[src/rtl/lbus_pkg.sv]
package lbus_pkg;

    typedef enum logic [1:0] {
        ST_IDLE = 2'd0,
        ST_REQ  = 2'd1,
        ST_RESP = 2'd2
    } bus_st_e;

    localparam logic [1:0] SZ_WORD = 2'b00;
    localparam logic [1:0] SZ_BYTE = 2'b01;
    localparam logic [1:0] SZ_HALF = 2'b10;

endpackage

[src/rtl/lbus_lane_decode.sv]
module lbus_lane_decode
    import lbus_pkg::*;
#(
    parameter int LANES = 4,
    localparam int OFF_W = $clog2(LANES)
) (
    input  logic [1:0]       size_i,
    input  logic [OFF_W-1:0] off_i,
    input  logic             burst_i,
    output logic [LANES-1:0] be_o,
    output logic             bad_o
);

    logic [OFF_W:0] span;
    logic           size_bad;
    logic [OFF_W:0] off_x;
    logic [OFF_W:0] lim;
    logic           misaligned;
    logic           burst_bad;

    always_comb begin
        size_bad = 1'b0;
        case (size_i)
            SZ_BYTE: span = (OFF_W+1)'(1);
            SZ_HALF: span = (OFF_W+1)'(2);
            SZ_WORD: span = (OFF_W+1)'(LANES);
            default: begin
                span     = (OFF_W+1)'(1);
                size_bad = 1'b1;
            end
        endcase
    end

    assign off_x      = {1'b0, off_i};
    assign lim        = off_x + span;
    assign misaligned = |(off_x & (span - 1'b1));
    assign burst_bad  = burst_i && (size_i != SZ_WORD);
    assign bad_o      = size_bad | misaligned | burst_bad;

    // byte offset k maps to enable bit LANES-1-k (offset 0 is the top lane)
    for (genvar k = 0; k < LANES; k++) begin : g_lane
        localparam logic [OFF_W:0] LANE_K = (OFF_W+1)'(k);
        assign be_o[LANES-1-k] = !bad_o && (LANE_K >= off_x) && (LANE_K < lim);
    end

endmodule

[src/rtl/lbus_odd_parity.sv]
module lbus_odd_parity #(
    parameter int LANES = 4
) (
    input  logic [8*LANES-1:0] data_i,
    output logic [LANES-1:0]   par_o
);

    for (genvar i = 0; i < LANES; i++) begin : g_par
        assign par_o[i] = ~(^data_i[8*i +: 8]);
    end

endmodule

[src/rtl/lbus_slave.sv]
module lbus_slave
    import lbus_pkg::*;
#(
    parameter int ADDR_W    = 18,
    parameter int DATA_W    = 32,
    parameter int BURST_LEN = 4
) (
    input  logic                  clk_i,
    input  logic                  rst_ni,
    input  logic                  start_n_i,
    input  logic [ADDR_W-1:0]     addr_i,
    input  logic                  rd_wr_i,
    input  logic [1:0]            size_i,
    input  logic                  burst_n_i,
    input  logic                  more_n_i,
    input  logic [DATA_W-1:0]     wdata_i,
    input  logic [DATA_W/8-1:0]   wpar_i,
    output logic                  ack_n_o,
    output logic                  tea_n_o,
    output logic                  retry_n_o,
    output logic [DATA_W-1:0]     rdata_o,
    output logic [DATA_W/8-1:0]   rpar_o,
    output logic                  req_o,
    output logic                  req_we_o,
    output logic [ADDR_W-1:0]     req_addr_o,
    output logic [DATA_W/8-1:0]   req_be_o,
    output logic [DATA_W-1:0]     req_wdata_o,
    input  logic                  gnt_i,
    input  logic                  rsp_err_i,
    input  logic                  rsp_retry_i,
    input  logic [DATA_W-1:0]     rsp_rdata_i
);

    localparam int LANES  = DATA_W / 8;
    localparam int OFF_W  = $clog2(LANES);
    localparam int BEAT_W = $clog2(BURST_LEN);
    localparam int WA_W   = ADDR_W - OFF_W;
    localparam logic [BEAT_W-1:0] LAST_BEAT = BEAT_W'(BURST_LEN - 1);

    typedef struct packed {
        bus_st_e             st;
        logic [WA_W-1:0]     waddr;
        logic                rd;
        logic                burst;
        logic [LANES-1:0]    be;
        logic [BEAT_W-1:0]   beat;
        logic                last;
        logic                ack;
        logic                tea;
        logic                rty;
        logic [DATA_W-1:0]   rdata;
    } slv_state_t;

    slv_state_t st_d, st_q;

    logic [LANES-1:0] dec_be;
    logic             dec_bad;
    logic [LANES-1:0] wpar_exp;
    logic             wpar_bad;
    logic             req;

    lbus_lane_decode #(
        .LANES (LANES)
    ) u_decode (
        .size_i  (size_i),
        .off_i   (addr_i[OFF_W-1:0]),
        .burst_i (!burst_n_i),
        .be_o    (dec_be),
        .bad_o   (dec_bad)
    );

    lbus_odd_parity #(
        .LANES (LANES)
    ) u_wpar (
        .data_i (wdata_i),
        .par_o  (wpar_exp)
    );

    lbus_odd_parity #(
        .LANES (LANES)
    ) u_rpar (
        .data_i (st_q.rdata),
        .par_o  (rpar_o)
    );

    assign wpar_bad = |((wpar_exp ^ wpar_i) & st_q.be);

    always_comb begin
        st_d     = st_q;
        st_d.ack = 1'b0;
        st_d.tea = 1'b0;
        st_d.rty = 1'b0;
        req      = 1'b0;
        case (st_q.st)
            ST_IDLE: begin
                if (!start_n_i) begin
                    st_d.waddr = addr_i[ADDR_W-1:OFF_W];
                    st_d.rd    = rd_wr_i;
                    st_d.burst = !burst_n_i;
                    st_d.be    = dec_be;
                    st_d.beat  = '0;
                    if (dec_bad) begin
                        st_d.tea  = 1'b1;
                        st_d.last = 1'b1;
                        st_d.st   = ST_RESP;
                    end else begin
                        st_d.last = 1'b0;
                        st_d.st   = ST_REQ;
                    end
                end
            end
            ST_REQ: begin
                if (!st_q.rd && wpar_bad) begin
                    st_d.tea  = 1'b1;
                    st_d.last = 1'b1;
                    st_d.st   = ST_RESP;
                end else begin
                    req = 1'b1;
                    if (gnt_i) begin
                        st_d.st = ST_RESP;
                        if (rsp_retry_i) begin
                            st_d.rty  = 1'b1;
                            st_d.last = 1'b1;
                        end else if (rsp_err_i) begin
                            st_d.tea  = 1'b1;
                            st_d.last = 1'b1;
                        end else begin
                            st_d.ack  = 1'b1;
                            st_d.last = !st_q.burst || (st_q.beat == LAST_BEAT);
                            if (st_q.rd) begin
                                st_d.rdata = rsp_rdata_i;
                            end
                        end
                    end
                end
            end
            ST_RESP: begin
                if (st_q.last || more_n_i) begin
                    st_d.st = ST_IDLE;
                end else begin
                    st_d.st                = ST_REQ;
                    st_d.beat              = st_q.beat + 1'b1;
                    st_d.waddr[BEAT_W-1:0] = st_q.waddr[BEAT_W-1:0] + 1'b1;
                end
            end
            default: st_d.st = ST_IDLE;
        endcase
    end

    always_ff @(posedge clk_i) begin
        if (!rst_ni) begin
            st_q <= '0;
        end else begin
            st_q <= st_d;
        end
    end

    assign ack_n_o     = !st_q.ack;
    assign tea_n_o     = !st_q.tea;
    assign retry_n_o   = !st_q.rty;
    assign rdata_o     = st_q.rdata;
    assign req_o       = req;
    assign req_we_o    = !st_q.rd;
    assign req_addr_o  = {st_q.waddr, {OFF_W{1'b0}}};
    assign req_be_o    = st_q.be;
    assign req_wdata_o = wdata_i;

endmodule

[config.mk]
export PLATFORM = sky130hd
export DESIGN_NAME = lbus_slave
export DESIGN_NICKNAME = d
export VERILOG_FILES = /design/src/rtl/lbus_pkg.sv /design/src/rtl/lbus_lane_decode.sv /design/src/rtl/lbus_odd_parity.sv /design/src/rtl/lbus_slave.sv
export SDC_FILE = /design/constraint.sdc
export NUM_CORES = 1
export LEC_CHECK = 0
export ABC_AREA = 1
export BUFFER_PORTS_ARGS = -buffer_cell sky130_fd_sc_hd__buf_2
export CAP_MARGIN = 20
export CELL_PAD_IN_SITES_DETAIL_PLACEMENT = 1
export CELL_PAD_IN_SITES_GLOBAL_PLACEMENT = 1
export CORE_ASPECT_RATIO = 0.75
export CORE_MARGIN = 3
export CORE_UTILIZATION = 32
export DETAILED_ROUTE_END_ITERATION = 6
export GPL_ROUTABILITY_DRIVEN = 0
export PLACE_DENSITY_LB_ADDON = 0.1
export RECOVER_POWER = 100
export SLEW_MARGIN = 10
export SYNTH_ARGS = -nofsm -noshare
export SYNTH_HDL_FRONTEND = slang
export SYNTH_HIERARCHICAL = 1
export SYNTH_SLANG_ARGS = --single-unit
[constraint.sdc]
create_clock -name clk_i -period 2.2 [get_ports clk_i]
set_clock_uncertainty 0.1 [all_clocks]
set_input_delay 0.33 -clock clk_i [delete_from_list [all_inputs] [get_ports clk_i]]
set_output_delay 0.33 -clock clk_i [all_outputs]
set_load 0.05 [all_outputs]
==> results of run 1 <==
[routing by layer]
layer  vias up  global-route usage, %  routed length (µm)
li1       2365                      -                   -
met2       114                  29.12                6357
met5         -                      0                   0
met3        12                  4.686                 790
met1      2080                  21.39                6018
met4         0                  4.452                 161
[layout make-up]
| cell class | count | area (µm²) |
|---|---|---|
| fillers | 1814 | 7848 |
| clock buffers | 9 | 225.2 |
| repair buffers | 201 | 1132 |
| clock inverters | 7 | 65.06 |
| well taps | 171 | 214.0 |
| inverters | 100 | 380.4 |
| multi-input cells | 470 | 2182 |
| flip-flops and latches | 62 | 1241 |
[stage by stage]
stage	hold slack, ps	setup slack (ps)	setup TNS [ps]
global route	74.42	-38.42	-38.42
finish	80.39	57.98	0
detailed placement	364.9	-88.41	-1582
floorplan	319.4	298.2	0
global placement	354.2	-10.35	-10.35
CTS	68.46	2.277	0
[placed cells by master, fill, tap and decap left out, types with 2 or more instances in the layout]
| master | n |
|---|---|
| nand3_1 | 51 |
| nor2_1 | 68 |
| inv_2 | 25 |
| nand2_4 | 3 |
| inv_1 | 72 |
| a21oi_1 | 41 |
| nor2_2 | 4 |
| buf_4 | 14 |
| clkbuf_16 | 9 |
| clkinvlp_4 | 2 |
| xnor2_1 | 6 |
| buf_2 | 171 |
| buf_6 | 6 |
| conb_1 | 2 |
| ha_1 | 3 |
| clkinv_2 | 4 |
| nand3_2 | 2 |
| buf_8 | 3 |
| inv_4 | 2 |
| nand2_2 | 22 |
| nand2_1 | 229 |
| clkbuf_1 | 5 |
| buf_12 | 2 |
| nor3_1 | 2 |
| o21ai_0 | 23 |
| dfxtp_1 | 62 |
[logic make-up after synthesis]
family                     count (synthesis)  synth area share, %
AOI/OAI and AO/OA                         70                8.537
xor gates and xnor gates                   8                1.573
DFF                                       62                27.86
other                                      1              0.08417
buffers and inverters                    205                25.64
adders and majority gates                  4                1.292
and+or+nand+nor                          386                35.02
[cell usage after synthesis (2+ instances only)]
cell | instances | area, µm²
ha_1 | 3 | 37.54
buf_4 | 86 | 645.6
buf_2 | 4 | 20.02
dfxtp_1 | 62 | 1241
buf_6 | 6 | 67.56
inv_1 | 97 | 364.1
a21oi_1 | 41 | 205.2
nand3_1 | 53 | 265.3
inv_2 | 2 | 7.510
nor2_1 | 71 | 266.5
xnor2_1 | 8 | 70.07
clkbuf_1 | 8 | 30.03
nand2_2 | 3 | 18.77
nand2_1 | 250 | 938.4
o21ai_0 | 23 | 115.1
nor3_1 | 2 | 10.01
[power by group through the flow]
| stage | clock network [mW] | registers [mW] | logic, mW |
|---|---|---|---|
| after floorplan | 0 | 1.22 | 0.700 |
| after global placement | 0 | 1.23 | 0.849 |
| after detailed placement | 0 | 1.23 | 0.870 |
| after CTS | 1.44 | 1.21 | 0.873 |
| after global routing | 1.48 | 1.22 | 1.02 |
| final | 1.40 | 1.21 | 0.931 |
[state kept, by name (all words and copies together) (netlist names)]
register    cells
rdata_o        32
req_addr_o     16
st_q           10
req_be_o        4
[worst register-to-register path, cell delays in order (launching register included)]
cell     delay (ps)
dfxtp_1         320
nand2_1          80
nor2_2           50
nor2_2          170
nand2_4          80
a21oi_4         210
buf_4           150
nand2_2          50
buf_12          170
nand2_1         100
a21oi_1          70
[repair_timing]
item,in CTS,in global routing
resized for setup,2,86
endpoints found under the setup margin,1,13
pin swaps,0,39
buffers inserted,0,3
[worst paths after layout]
path,depth (start not counted),startpoint,slack [ps],endpoint
setup / recovery,15,wdata_i[25],60,req_o
setup reg to reg,10,req_be_o[3],540,rdata_o[10]
hold / removal,2,burst_n_i,80,st_q[42]
hold reg to reg,1,st_q[36],370,st_q[36]
==> flow_metrics.env, run 1 <==
export IMPL_rsz0062_at_grt="yes"
export IMPL_areaGrowthSynthToFinish_pct=22.10
export IMPL_clk_pin_slew_worst_paths_ps=60
export IMPL_syn_area_um2=4456
export IMPL_drv_slew=0
export IMPL_rows=36
export IMPL_yosysSeqAreaShare_pct=27.86
export IMPL_finalSetupViolations=0
export IMPL_holdBufCountCts=0
export IMPL_cts_root_buf="clkbuf_16"
export IMPL_fin_area_um2=5440
export IMPL_hold_class="primary input to register"
export IMPL_finalHoldViolations=0
export IMPL_dieArea_um2=15390
export IMPL_peakVddDrop_mv=0.3740
export IMPL_crit_family="simple AND/OR/NAND/NOR gates"
export IMPL_diodes=0
export IMPL_antenna_found_initial=0
export IMPL_io_pins=192
export IMPL_p_comb_share_pct=26.3
export IMPL_yosys_most_used_dff="dfxtp_1"
export IMPL_async_flop_share_pct=0
export IMPL_initial_utilization_pct=33.53
export IMPL_drive_above_1_share_pct=32.74
export IMPL_worstPathMaxFanout=4
export IMPL_min_period_ps=2142
export IMPL_critPathRequiredTime_ps=1770
export IMPL_grt_max_degree=33
export IMPL_drtIter0Drc=200
export IMPL_htreeDepth=3
export IMPL_vias=4571
export IMPL_grt_pass1_wl_mm=21.51
export IMPL_tightest_slew_ps=605.2
export IMPL_routed_wl_mm=13.33
export IMPL_clk_latency_ps=330
export IMPL_relSlewSlack_pct=59.83
export IMPL_cp_end_kind="primary output"
export IMPL_synth_cells=736
export IMPL_dr_pass1_iters=4
export IMPL_first_global_vias=4622
export IMPL_cp_arrival_ps=1710
export IMPL_ys_seq_elements=62
export IMPL_crit_type="primary input to primary output"
export IMPL_synth_edf_count=0
export IMPL_core_um2=13290
export IMPL_finalNonFillerCells=1020
export IMPL_cts_buffers=9
export IMPL_status="finished clean"
export IMPL_seq_power_share_pct=34.1
export IMPL_period_share_pct=97.36
export IMPL_swShare_pct=34.11
export IMPL_via_per_inst=4.481
export IMPL_dp_final_hpwl_mm=10.68
export IMPL_die_h_um=108.2
export IMPL_internal_power_mw=2.329
export IMPL_grt_overflow_total=0
export IMPL_startpoint_type="primary input"
export IMPL_yosysUniqueCellTypes=33
export IMPL_track_usage_pct=17.10
export IMPL_p_clk_share_pct=39.5
export IMPL_post_route_util_pct=40.94
export IMPL_nets=945
export IMPL_drc=0
export IMPL_syn_area_per_cell_um2=6.054
export IMPL_dp_cells=1001
export IMPL_power_density_nw_per_um2=649.7
export IMPL_clockBufferDepth=2
export IMPL_critPathBufInv=4
export IMPL_critical_path_max_stage_delay_ps=210
export IMPL_p_total_mw=3.534
export IMPL_clock_sink_count=62
export IMPL_die_width_um=142.3
export IMPL_port_buffers=189
export IMPL_place_area_um2=4932
export IMPL_slowest_stage="a21oi_4"
export IMPL_cts_tree="done"
export IMPL_antenna_left=0
export IMPL_leakage_nw=2.931
export IMPL_drv_cap=0
export IMPL_fmax_mhz=466.8
export IMPL_avgRoutedWirePerCell_um=13.07
export IMPL_p_sw_mw=1.206
export IMPL_ys_warn_count=6
export IMPL_cp_cell_sequence="buf_2 > inv_2 > nand2_2 > nand2_2 > inv_2 > nand2_2 > nand2_1 > nand2_1 > nand2_1 > nor2_1 > nor2_2 > nor2_2 > nand2_4 > a21oi_4 > buf_6"
(Power assumes the default switching activity.)
==> run 2, diff against run 1 <==
==> constraint.sdc (replaced) <==
create_clock -name clk_i -period 2.3 [get_ports clk_i]
set_clock_uncertainty 0.1 [all_clocks]
set_input_delay 0.345 -clock clk_i [delete_from_list [all_inputs] [get_ports clk_i]]
set_output_delay 0.345 -clock clk_i [all_outputs]
set_load 0.05 [all_outputs]
==> run 2 against run 1 <==
Effect of this change: sequential power fell by 5%; global-route usage fell by 0.57 points; clock-buffer cell count rose by 2; sequential share of layout area rose by 0.72 points.
==> flow_metrics.env, run 2 (synthesized netlist as in run 1, its figures left out) <==
export IMPL_worstPathMaxFanout=5
export IMPL_clk_pin_slew_worst_paths_ps=50
export IMPL_critPathRequiredTime_ps=1860
export IMPL_clockBufferDepth=2
export IMPL_fillCellCount=1862
export IMPL_leakage_nw=2.609
export IMPL_initial_utilization_pct=33.53
export IMPL_slowest_stage="a21oi_4"
export IMPL_cp_arrival_ps=1760
export IMPL_drc=0
export IMPL_final_common_cell="nand2_1"
export IMPL_peakVddDrop_mv=0.3553
export IMPL_status="finished clean"
export IMPL_holdBufCountCts=0
export IMPL_reg2reg_slack_ps=390
export IMPL_final_cell_mix="229 x nand2_1, 92 x clkbuf_1, 87 x buf_2"
export IMPL_finalSetupViolations=0
export IMPL_core_um2=13290
export IMPL_finalHoldViolations=0
export IMPL_die_h_um=108.2
export IMPL_drv_slew=0
export IMPL_fmax_mhz=453.0
export IMPL_multiInputGateArea_um2=2156
export IMPL_antenna_found_initial=0
export IMPL_routed_wl_mm=12.90
export IMPL_vias=4591
export IMPL_largest_reg_flops=32
export IMPL_drive_above_1_share_pct=21.91
export IMPL_startpoint_type="primary input"
export IMPL_cts_tree="done"
export IMPL_hold_class="primary input to register"
export IMPL_die_width_um=142.3
export IMPL_grt_max_degree=33
export IMPL_regArea_um2=1241
export IMPL_dp_cells=1001
export IMPL_dieArea_um2=15390
export IMPL_clock_sink_count=62
export IMPL_track_usage_pct=16.53
export IMPL_clk_latency_ps=330
export IMPL_dp_final_hpwl_mm=10.39
export IMPL_period_share_pct=95.97
export IMPL_io_pins=192
export IMPL_areaGrowthSynthToFinish_pct=18.37
export IMPL_via_per_inst=4.501
export IMPL_cts_buffers=9
export IMPL_crit_family="simple AND/OR/NAND/NOR gates"
export IMPL_port_buffers=189
export IMPL_fin_setup_tns_ps=0
export IMPL_critical_path_max_stage_delay_ps=220
export IMPL_grt_overflow_total=0
export IMPL_min_period_ps=2207
export IMPL_nets=945
export IMPL_rows=36
export IMPL_dr_pass1_iters=4
export IMPL_diodes=0
export IMPL_cp_end_kind="primary output"
export IMPL_tightest_slew_ps=930.2
export IMPL_drv_cap=0
export IMPL_relSlewSlack_pct=37.99
export IMPL_cts_root_buf="clkbuf_16"
export IMPL_antenna_left=0
export IMPL_whs_ps=106.6
export IMPL_cpMostUsedCell="nand2_2"
export IMPL_cp_cell_sequence="buf_2 > inv_2 > nand2_1 > nand2_1 > nand2_1 > nand2_2 > nand3_1 > nand2_2 > nand2_2 > nand2_2 > nor2_2 > nor2_2 > nand2_4 > a21oi_4 > buf_6"
export IMPL_crit_type="primary input to primary output"
export IMPL_grt_pass1_wl_mm=20.73
export IMPL_htreeDepth=3
export IMPL_finalNonFillerCells=1020
export IMPL_critPathBufInv=3
export IMPL_drtIter0Drc=126
export IMPL_avgRoutedWirePerCell_um=12.64
export IMPL_power_density_nw_per_um2=628.2
export IMPL_first_global_vias=4448
run 2: changes by cell type in the layout (fill, tap and decap cells not counted), moves of 2 or more:
cell / delta
buf_2: -84
buf_6: +3
buf_8: -3
clkbuf_1: +87
clkinvlp_4: -2
inv_1: +6
inv_2: -6
nor2_1: -4
nor2_2: +4
xnor2_1: +2
run 2: worst paths after layout:
check / startpoint / to / cells past startpoint
worst max-delay path: wdata_i[22] / req_o / 15
worst min-delay path: burst_n_i / st_q[42] / 2
worst max register to register: st_q[61] / st_q[42] / 6
worst min register to register: st_q[36] / st_q[36] / 1
run 2: layout make-up:
type / instances / area share [%]
clock buffer: 11 / 4.413
clock inverter: 5 / 0.9490
inverter: 100 / 7.212
multi-input combinational: 470 / 40.88
sequential: 62 / 23.53
tap: 171 / 4.057
timing repair buffer: 201 / 18.96
run 2: timing repair:
item	in CTS	in global routing
buffers inserted	0	3
endpoints found under the setup margin	1	1
gates resized for setup	1	72
pin swaps	0	35
endpoints found under the hold margin	0	0
run 2: routing by layer:
metal,part of all wire [%],routed length (µm),global-route usage (%),vias up
met3,5.8,752,5.084,13
met4,1.2,152,4.452,0
met2,47,6086,27.47,109
li1,-,-,-,2373
met5,0,0,0,-
met1,46,5904,20.84,2096
run 2: per-stage QoR:
stage	power (mW)	setup slack, ps	area [µm²]	utilization, %
CTS	3.332	53.44	5218	39.27
global placement	1.984	61.88	4932	37.12
detailed placement	2.007	-7.158	4932	37.12
finish	3.313	92.65	5274	39.69
floorplan	1.839	368.2	4459	-
global route	3.496	-28.74	5274	39.69
run 2: worst reg2reg max path: stages, from the launching register on:
cell and delay (ps):
dfxtp_1 340, nor2_1 130, nand2_1 90, inv_1 130
clkbuf_1 720, o21ai_0 180, a21oi_1 140
run 2: where the power goes:
| group | switching (mW) | internal [mW] |
|---|---|---|
| Combinational | 0.614 | 0.243 |
| Sequential | 0.0291 | 1.13 |
| Clock | 0.471 | 0.830 |
==> run 3, diff against run 2 <==
--- a/config.mk
+++ b/config.mk
@@ -12,9 +12,9 @@
 export CELL_PAD_IN_SITES_GLOBAL_PLACEMENT = 1
 export CORE_ASPECT_RATIO = 0.75
 export CORE_MARGIN = 3
-export CORE_UTILIZATION = 32
+export CORE_UTILIZATION = 29
 export DETAILED_ROUTE_END_ITERATION = 6
-export GPL_ROUTABILITY_DRIVEN = 0
+export GPL_ROUTABILITY_DRIVEN = 1
 export PLACE_DENSITY_LB_ADDON = 0.1
 export RECOVER_POWER = 100
 export SLEW_MARGIN = 10
==> constraint.sdc (replaced) <==
create_clock -name clk_i -period 2 [get_ports clk_i]
set_clock_uncertainty 0.1 [all_clocks]
set_input_delay 0.3 -clock clk_i [delete_from_list [all_inputs] [get_ports clk_i]]
set_output_delay 0.3 -clock clk_i [all_outputs]
set_load 0.05 [all_outputs]
==> run 3 against run 2 <==
Effect of this change: design area up 7.5%; clock-buffer cell count is the same; combinational power up 24%; register-to-register slack about the same; global-route usage decreased by 1.4 points; critical path type unchanged.
==> flow_metrics.env, run 3 (synthesized netlist as in run 1, its figures left out) <==
export IMPL_status="finished clean"
export IMPL_nets=945
export IMPL_htreeDepth=3
export IMPL_cp_arrival_ps=1590
export IMPL_fillCellCount=1963
export IMPL_clockBufferDepth=2
export IMPL_fin_ws_ps=8.151
export IMPL_critical_path_max_stage_delay_ps=170
export IMPL_io_pins=192
export IMPL_critPathRequiredTime_ps=1600
export IMPL_grt_max_degree=33
export IMPL_hold_class="primary input to register"
export IMPL_clk_pin_slew_worst_paths_ps=50
export IMPL_cts_tree="done"
export IMPL_finalHoldViolations=0
export IMPL_startpoint_type="primary input"
export IMPL_cp_cell_sequence="buf_8 > nand2_2 > inv_2 > nor2_2 > nand2_2 > nand2_2 > nand2_2 > nand2_2 > nand2_1 > nand2_1 > nor2_2 > nor2_2 > nand2_4 > a21oi_4 > buf_8"
export IMPL_dr_pass1_iters=4
export IMPL_largest_reg_flops=32
export IMPL_preCtsSetupSlack_ps=-242.7
export IMPL_finalSetupViolations=0
export IMPL_grt_pass1_wl_mm=21.18
export IMPL_diodes=0
export IMPL_routed_wl_mm=13.17
export IMPL_dp_final_hpwl_mm=10.53
export IMPL_tightest_slew_ps=600.9
export IMPL_period_share_pct=99.59
export IMPL_drv_cap=0
export IMPL_final_common_cell="nand2_1"
export IMPL_crit_type="primary input to primary output"
export IMPL_die_h_um=113.3
export IMPL_drv_slew=0
export IMPL_grt_overflow_total=0
export IMPL_drive_above_1_share_pct=35.22
export IMPL_cts_buffers=9
export IMPL_rows=38
export IMPL_gp_congestion=0.7800
export IMPL_die_width_um=149.1
export IMPL_drc=0
export IMPL_clk_latency_ps=330
export IMPL_initial_utilization_pct=30.23
export IMPL_drtIter0Drc=127
export IMPL_via_per_inst=4.341
export IMPL_relSlewSlack_pct=60.11
export IMPL_dieArea_um2=16900
export IMPL_core_um2=14740
export IMPL_track_usage_pct=15.18
export IMPL_post_route_util_pct=38.46
export IMPL_leakage_nw=2.991
export IMPL_power_density_nw_per_um2=727.2
export IMPL_rsz0062_at_grt="yes"
export IMPL_min_period_ps=1992
export IMPL_final_cell_mix="221 x nand2_1, 159 x buf_2, 69 x inv_1"
export IMPL_fmax_mhz=502.0
export IMPL_first_global_vias=4552
export IMPL_worstPathMaxFanout=4
export IMPL_vias=4554
export IMPL_cpMostUsedCell="nand2_2"
export IMPL_port_buffers=189
export IMPL_cts_root_buf="clkbuf_16"
export IMPL_whs_ps=63.70
export IMPL_areaGrowthSynthToFinish_pct=27.21
export IMPL_slowest_stage="buf_8"
export IMPL_antenna_found_initial=0
export IMPL_clock_sink_count=62
export IMPL_p_total_mw=4.122
export IMPL_avgRoutedWirePerCell_um=12.55
export IMPL_cp_end_kind="primary output"
export IMPL_antenna_left=0
export IMPL_peakVddDrop_mv=0.5133
-- run 3: final cells by class --
class                   count  area [µm²]  share of cell area [%]
clock buffers              11       252.7                   4.459
well taps                 200       250.2                   4.415
multi-input cells         470        2188                   38.61
flip-flops and latches     62        1246                   21.99
clock inverters             5       81.33                   1.435
repair buffers            201        1254                   22.12
inverters                 100       395.4                   6.976
-- run 3: worst paths after layout --
path	slack (ps)	cells past startpoint	endpoint	from
setup / recovery	8	15	req_o	wdata_i[19]
hold / removal	60	2	st_q[42]	burst_n_i
setup reg to reg	390	8	rdata_o[27]	st_q[60]
hold reg to reg	370	1	st_q[36]	st_q[36]
-- run 3: what timing repair did --
item | in CTS | in global routing
gates resized for setup | 28 | 107
setup endpoints to repair | 1 | 39
hold buffers | 0 | 0
buffers inserted | 2 | 0
pin swaps | 16 | 55
-- run 3: layer usage --
| metal | wire length (µm) | global-route usage (%) | up-vias |
|---|---|---|---|
| li1 | - | - | 2368 |
| met1 | 5908 | 19.40 | 2067 |
| met2 | 6397 | 25.82 | 107 |
| met3 | 751 | 4.083 | 12 |
| met4 | 108 | 3.110 | 0 |
| met5 | 0 | 0 | - |
-- run 3: critical path: cells and delay by family --
| kind | cells | cell delay (ps) |
|---|---|---|
| AND/OR/NAND/NOR | 11 | 830 |
| buffers and inverters | 3 | 310 |
| AO/OA/AOI/OAI | 1 | 150 |
-- run 3: per-stage QoR --
stage	TNS (ps)	instances	area, µm²
2_1_floorplan	0	737	4459
3_3_place_gp	-3866	1031	5001
3_5_place_dp	-6447	1031	5001
4_1_cts	-21.34	1049	5409
5_1_grt	-263.1	1049	5668
6_report	0	1049	5668
-- run 3: power by group --
group	leakage, nW	switching (mW)	internal [mW]
Combinational	2.32	0.719	0.343
Sequential	0.507	0.0310	1.29
Clock	0.162	0.576	1.16
